$ cat config.mk
export PLATFORM = sky130hd
export DESIGN_NAME = byte_bridge
export DESIGN_NICKNAME = d
export VERILOG_FILES = /design/src/rtl/bnb_pkg.sv /design/src/rtl/bnb_lane_ctr.sv /design/src/rtl/bnb_lane_route.sv /design/src/rtl/bnb_rd_pack.sv /design/src/rtl/byte_bridge.sv
export SDC_FILE = /design/constraint.sdc
export NUM_CORES = 1
export LEC_CHECK = 0
export BUFFER_PORTS_ARGS = -buffer_cell sky130_fd_sc_hd__clkbuf_2
export CAP_MARGIN = 10
export CORE_MARGIN = 3
export CORE_UTILIZATION = 30
export CTS_BUF_LIST = sky130_fd_sc_hd__clkbuf_4 sky130_fd_sc_hd__clkbuf_8 sky130_fd_sc_hd__clkbuf_16
export DETAILED_ROUTE_END_ITERATION = 16
export PLACE_DENSITY = 0.52
export SLEW_MARGIN = 20
export SYNTH_ARGS = -nofsm -noshare
export SYNTH_HDL_FRONTEND = slang
export SYNTH_HIERARCHICAL = 1
export SYNTH_SLANG_ARGS = --single-unit
$ cat constraint.sdc
create_clock -name clk -period 2.9 [get_ports clk]
set_input_delay 0.145 -clock clk [delete_from_list [all_inputs] [get_ports clk]]
set_output_delay 0.145 -clock clk [all_outputs]
set_load 0.1 [all_outputs]
$ cat src/rtl/bnb_pkg.sv
package bnb_pkg;

    typedef enum logic [1:0] {
        ST_IDLE = 2'd0,
        ST_XFER = 2'd1,
        ST_DONE = 2'd2
    } bnb_state_e;

endpackage

$ cat src/rtl/bnb_lane_ctr.sv
// Byte-lane sequencer: counts lanes of the current access up to LAST.
module bnb_lane_ctr #(
    parameter int LANE_W = 2,
    parameter int LAST   = 3
) (
    input  logic              clk,
    input  logic              rst_n,
    input  logic              clear,
    input  logic              step,
    output logic [LANE_W-1:0] lane,
    output logic              at_last
);

    assign at_last = (lane == LANE_W'(LAST));

    always_ff @(posedge clk or negedge rst_n) begin
        if (!rst_n) begin
            lane <= '0;
        end else if (clear) begin
            lane <= '0;
        end else if (step && !at_last) begin
            lane <= lane + 1'b1;
        end
    end

endmodule

$ cat src/rtl/bnb_lane_route.sv
// Selects the slave address, outgoing byte and lane enable for the current lane.
module bnb_lane_route #(
    parameter bit MEM_MODE    = 1'b1,
    parameter int WORD_ADDR_W = 14,
    parameter int M_DATA_W    = 32,
    parameter int S_DATA_W    = 8,
    parameter int LANE_W      = 2
) (
    input  logic [WORD_ADDR_W-1:0]        word_addr,
    input  logic [M_DATA_W-1:0]           wdata,
    input  logic [M_DATA_W/S_DATA_W-1:0]  byteen,
    input  logic [LANE_W-1:0]             lane,
    output logic [WORD_ADDR_W+LANE_W-1:0] s_addr,
    output logic [S_DATA_W-1:0]           s_wdata,
    output logic                          lane_en
);

    // In register mode the lane counter never leaves zero, so these two
    // selections reduce to the low byte and enable bit 0.
    assign s_wdata = wdata[lane*S_DATA_W +: S_DATA_W];
    assign lane_en = byteen[lane];

    generate
        if (MEM_MODE) begin : g_mem
            assign s_addr = {word_addr, lane};
        end else begin : g_reg
            assign s_addr = (WORD_ADDR_W+LANE_W)'(word_addr);
        end
    endgenerate

endmodule

$ cat src/rtl/bnb_rd_pack.sv
// Read assembly register: one byte register per lane, cleared per access.
module bnb_rd_pack #(
    parameter int M_DATA_W = 32,
    parameter int S_DATA_W = 8,
    parameter int LANE_W   = 2
) (
    input  logic                clk,
    input  logic                rst_n,
    input  logic                clear,
    input  logic                load,
    input  logic [LANE_W-1:0]   lane,
    input  logic [S_DATA_W-1:0] byte_in,
    output logic [M_DATA_W-1:0] word_out
);

    localparam int LANES = M_DATA_W / S_DATA_W;

    generate
        for (genvar g = 0; g < LANES; g++) begin : g_lane
            logic [S_DATA_W-1:0] q;
            always_ff @(posedge clk or negedge rst_n) begin
                if (!rst_n) begin
                    q <= '0;
                end else if (clear) begin
                    q <= '0;
                end else if (load && (lane == LANE_W'(g))) begin
                    q <= byte_in;
                end
            end
            assign word_out[g*S_DATA_W +: S_DATA_W] = q;
        end
    endgenerate

endmodule

$ cat src/rtl/byte_bridge.sv
module byte_bridge
    import bnb_pkg::*;
#(
    parameter bit MEM_MODE    = 1'b1,
    parameter int WORD_ADDR_W = 14,
    parameter int M_DATA_W    = 32,
    parameter int S_DATA_W    = 8
) (
    input  logic                                                  clk,
    input  logic                                                  rst_n,
    input  logic [WORD_ADDR_W-1:0]                                m_addr,
    input  logic                                                  m_read,
    input  logic                                                  m_write,
    input  logic [M_DATA_W-1:0]                                   m_wdata,
    input  logic [M_DATA_W/S_DATA_W-1:0]                          m_byteen,
    output logic [M_DATA_W-1:0]                                   m_rdata,
    output logic                                                  m_wait,
    output logic [WORD_ADDR_W+$clog2(M_DATA_W/S_DATA_W)-1:0]      s_addr,
    output logic                                                  s_read,
    output logic                                                  s_write,
    output logic [S_DATA_W-1:0]                                   s_wdata,
    input  logic [S_DATA_W-1:0]                                   s_rdata,
    input  logic                                                  s_wait
);

    localparam int LANES     = M_DATA_W / S_DATA_W;
    localparam int LANE_W    = $clog2(LANES);
    localparam int LAST_LANE = MEM_MODE ? LANES - 1 : 0;

    bnb_state_e state_q, state_d;

    logic                         op_wr_q;
    logic [WORD_ADDR_W-1:0]       addr_q;
    logic [M_DATA_W-1:0]          wdata_q;
    logic [LANES-1:0]             be_q;

    logic                         req;
    logic                         accept;
    logic                         step;
    logic                         slv_busy;
    logic                         lane_en;
    logic                         at_last;
    logic [LANE_W-1:0]            lane;

    assign req      = m_read | m_write;
    assign accept   = (state_q == ST_IDLE) && req;
    assign slv_busy = s_read | s_write;
    assign step     = (state_q == ST_XFER) && (!slv_busy || !s_wait);

    // State register
    always_ff @(posedge clk or negedge rst_n) begin
        if (!rst_n) begin
            state_q <= ST_IDLE;
        end else begin
            state_q <= state_d;
        end
    end

    // Access capture on accept
    always_ff @(posedge clk or negedge rst_n) begin
        if (!rst_n) begin
            op_wr_q <= 1'b0;
            addr_q  <= '0;
            wdata_q <= '0;
            be_q    <= '0;
        end else if (accept) begin
            op_wr_q <= m_write;
            addr_q  <= m_addr;
            wdata_q <= m_wdata;
            be_q    <= m_byteen;
        end
    end

    // Next-state logic: accept, finish, release
    always_comb begin
        state_d = state_q;
        unique case (state_q)
            ST_IDLE: if (req)             state_d = ST_XFER;
            ST_XFER: if (step && at_last) state_d = ST_DONE;
            ST_DONE:                      state_d = ST_IDLE;
            default:                      state_d = ST_IDLE;
        endcase
    end

    // Output decode
    always_comb begin
        m_wait  = 1'b0;
        s_read  = 1'b0;
        s_write = 1'b0;
        unique case (state_q)
            ST_IDLE: m_wait = req;
            ST_XFER: begin
                m_wait  = 1'b1;
                s_read  = !op_wr_q;
                s_write = op_wr_q && lane_en;
            end
            ST_DONE: m_wait = 1'b0;
            default: m_wait = 1'b0;
        endcase
    end

    bnb_lane_ctr #(
        .LANE_W (LANE_W),
        .LAST   (LAST_LANE)
    ) u_lane (
        .clk     (clk),
        .rst_n   (rst_n),
        .clear   (accept),
        .step    (step),
        .lane    (lane),
        .at_last (at_last)
    );

    bnb_lane_route #(
        .MEM_MODE    (MEM_MODE),
        .WORD_ADDR_W (WORD_ADDR_W),
        .M_DATA_W    (M_DATA_W),
        .S_DATA_W    (S_DATA_W),
        .LANE_W      (LANE_W)
    ) u_route (
        .word_addr (addr_q),
        .wdata     (wdata_q),
        .byteen    (be_q),
        .lane      (lane),
        .s_addr    (s_addr),
        .s_wdata   (s_wdata),
        .lane_en   (lane_en)
    );

    bnb_rd_pack #(
        .M_DATA_W (M_DATA_W),
        .S_DATA_W (S_DATA_W),
        .LANE_W   (LANE_W)
    ) u_pack (
        .clk      (clk),
        .rst_n    (rst_n),
        .clear    (accept),
        .load     (step && s_read),
        .lane     (lane),
        .byte_in  (s_rdata),
        .word_out (m_rdata)
    );

endmodule

==> flow_metrics.env <==
export IMPL_status="finished clean"
export IMPL_first_pass_iters=4
export IMPL_post_route_period_util_pct=71.4
export IMPL_final_cells=562
export IMPL_avgSynthCellArea_um2=15.2
export IMPL_max_freq_ghz=0.483
export IMPL_grt_pass1_vias=2604
export IMPL_fin_skew_ps=7.05
export IMPL_antenna_left=0
export IMPL_grt_pass1_wl_um=14100
export IMPL_diodes=0
export IMPL_cts_buffer_depth=2
export IMPL_synthTopCellsByArea="dfrtp_1 (52%), mux2_4 (18%), mux2i_1 (7.7%)"
export IMPL_setup_viol=0
export IMPL_drv_slew=0
export IMPL_coreArea_mm2=0.0134
export IMPL_final_cell_area_mm2=0.00511
export IMPL_slew_headroom_pct=58.4
export IMPL_fin_util_pct=38.2
export IMPL_critical_path_peak_fanout=17
export IMPL_finalCriticalPeriod_ps=2070
export IMPL_io_buffers=121
export IMPL_crit_path_end_kind="output pin"
export IMPL_synth_cell_area_mm2=0.00417
export IMPL_required_ps=2760
export IMPL_cts_setup_buffers=0
export IMPL_cts_tree="built"
export IMPL_cts_htree_levels=3
export IMPL_grt_usage_pct=12.3
export IMPL_num_rows=42
export IMPL_dieArea_mm2=0.0154
export IMPL_synthCells=275
export IMPL_overflow=0
export IMPL_holdCritPathClass="in -> reg"
export IMPL_yosysWarnings=6
export IMPL_cts_root_buf="clkbuf_16"
export IMPL_die_h_um=124
export IMPL_remaining_drc_errors=0
export IMPL_io_pins=122
export IMPL_wl_per_cell_um=16.2
export IMPL_rsz0062_at_grt="no"
export IMPL_die_w_um=124
export IMPL_drt_iter0_drc=112
export IMPL_worst_pin_slew_ps=623
export IMPL_worst_skew_pair_late_latency_ps=340
export IMPL_avgViaCountPerCell=4.37
export IMPL_grt_start_max_net_pins=51
export IMPL_arrival_ps=1930
export IMPL_cts_hold_buf=1
export IMPL_synth_yosys_seq_area_share_pct=52.2
export IMPL_wl_um=9110
export IMPL_synth_top_cell_area_share_pct=52.2
export IMPL_cts_buffers=9
export IMPL_criticalPathCategory="reg -> out"
export IMPL_dpl_cell_area_mm2=0.00479
export IMPL_drive_gt1_share_pct=52.6
export IMPL_cap_violations=0
export IMPL_dp_cells=546
export IMPL_yosysTopAreaCell="dfrtp_1"
export IMPL_clk_pin_slew_ps=60
export IMPL_areaGrowthSynthToFinish_pct=22.5
export IMPL_antenna_found_initial=0
export IMPL_ys_seq_elements=87
export IMPL_syn_nets=339
export IMPL_start_kind="flop"
export IMPL_hold_viol=0
export IMPL_cts_repair_resize_count=0
export IMPL_vias=2454
export IMPL_cts_sinks=87
export IMPL_hpwl_um=6340
export IMPL_fin_tns_setup_ps=0
export IMPL_nets=446
export IMPL_floorplan_initialDensity_pct=31.1
export IMPL_place_congestion=0.739
export IMPL_synth_distinct_cells=30
## area by class of cell
cell class / count / area, um^2
fill: 1313 / 8290
sequential: 87 / 2180
multi-input combinational: 157 / 1720
timing repair buffer: 126 / 681
clock buffer: 9 / 225
tap: 176 / 220
clock inverter: 6 / 86.3
inverter: 1 / 6.26
## final timing paths
path                                start                    end  slack (ps)  depth (start not counted)
setup reg to reg               state_q[1]  u_pack/g_lane[0].q[1]         880                          4
setup / recovery           u_lane/lane[0]             s_wdata[6]         830                          3
min in group asynchronous           rst_n             addr_q[12]         350                          2
hold / removal                  m_addr[9]              addr_q[9]          30                          2
max in group asynchronous           rst_n  u_pack/g_lane[2].q[3]        1930                          3
hold reg to reg               wdata_q[25]            wdata_q[25]         490                          1
## stage by stage
step,hold WS [ps],worst slack (ps)
global route,16.8,666
detailed placement,188,875
finish,31.3,829
global placement,378,948
floorplan,-151,507
CTS,15.0,780
## cells in the mapped netlist
cell type,number
mux4_2,9
buf_6,2
o21ai_4,1
nor2b_1,1
nor3_1,1
buf_4,16
ha_1,1
clkbuf_1,4
nand2_1,2
dfrtp_1,87
buf_2,2
a21oi_1,1
mux2_4,50
inv_4,1
buf_12,5
nor2_1,3
and3b_1,1
a22oi_1,1
o21ai_0,1
nor2_2,1
or3b_1,1
nand3_1,1
mux2i_1,32
clkbuf_2,1
nor2b_4,1
mux2_1,2
nand3b_1,2
nand2b_1,43
nand4bb_1,1
and2_1,1
## cell usage in the layout, fill, tap and decap left out
master and n:
clkbuf_2 120, dfrtp_1 87, mux2_4 50, nand2b_1 43, mux2i_1 32, clkbuf_16 9
mux4_2 9, nor2_1 3, buf_4 3, nand2_1 2, mux2_1 2, clkinv_2 2
bufinv_16 2, nand3b_1 2, nor2_2 1, o21ai_4 1, inv_4 1, a21oi_1 1
nor3_1 1, a22oi_1 1, and2_1 1, clkinvlp_4 1, clkinv_4 1, dlygate4sd3_1 1
buf_16 1, buf_12 1, nor2b_4 1, nand4bb_1 1, o21ai_0 1, nor2b_1 1
ha_1 1, or3b_1 1, and3b_1 1, nand3_1 1
## worst max-delay path, cell delays in order (launching register included)
cell,delay (ps)
dfrtp_1,370
buf_4,280
mux4_2,550
clkbuf_2,390
## state kept, by name, indices dropped and copies added (netlist names)
name	count
be_q	4
u_pack/g_lane.q	32
op_wr_q	1
state_q	2
wdata_q	32
u_lane/lane	2
addr_q	14
## cells by family (layout without fill, tap and decap cells)
family / after synthesis / after routing / share of synthesized area [%]
adders and majority gates: 1 / 1 / 0.300
AOI/OAI and AO/OA: 4 / 4 / 0.810
DFF: 87 / 87 / 52.2
buffers and inverters: 31 / 142 / 6.69
muxes: 93 / 93 / 31.1
and+or+nand+nor: 59 / 59 / 8.97
## metal layers
layer	vias to the layer above	part of all wire [%]	GRT usage, %
met5	-	0	0
met3	11	7.0	3.81
met4	0	1.6	5.54
met2	89	43	17.2
li1	1141	-	-
met1	1213	48	17.3
Power is left out: the tool's default activity adds up to more than one toggle a clock period on the data nets, which glitch-free logic cannot reach.
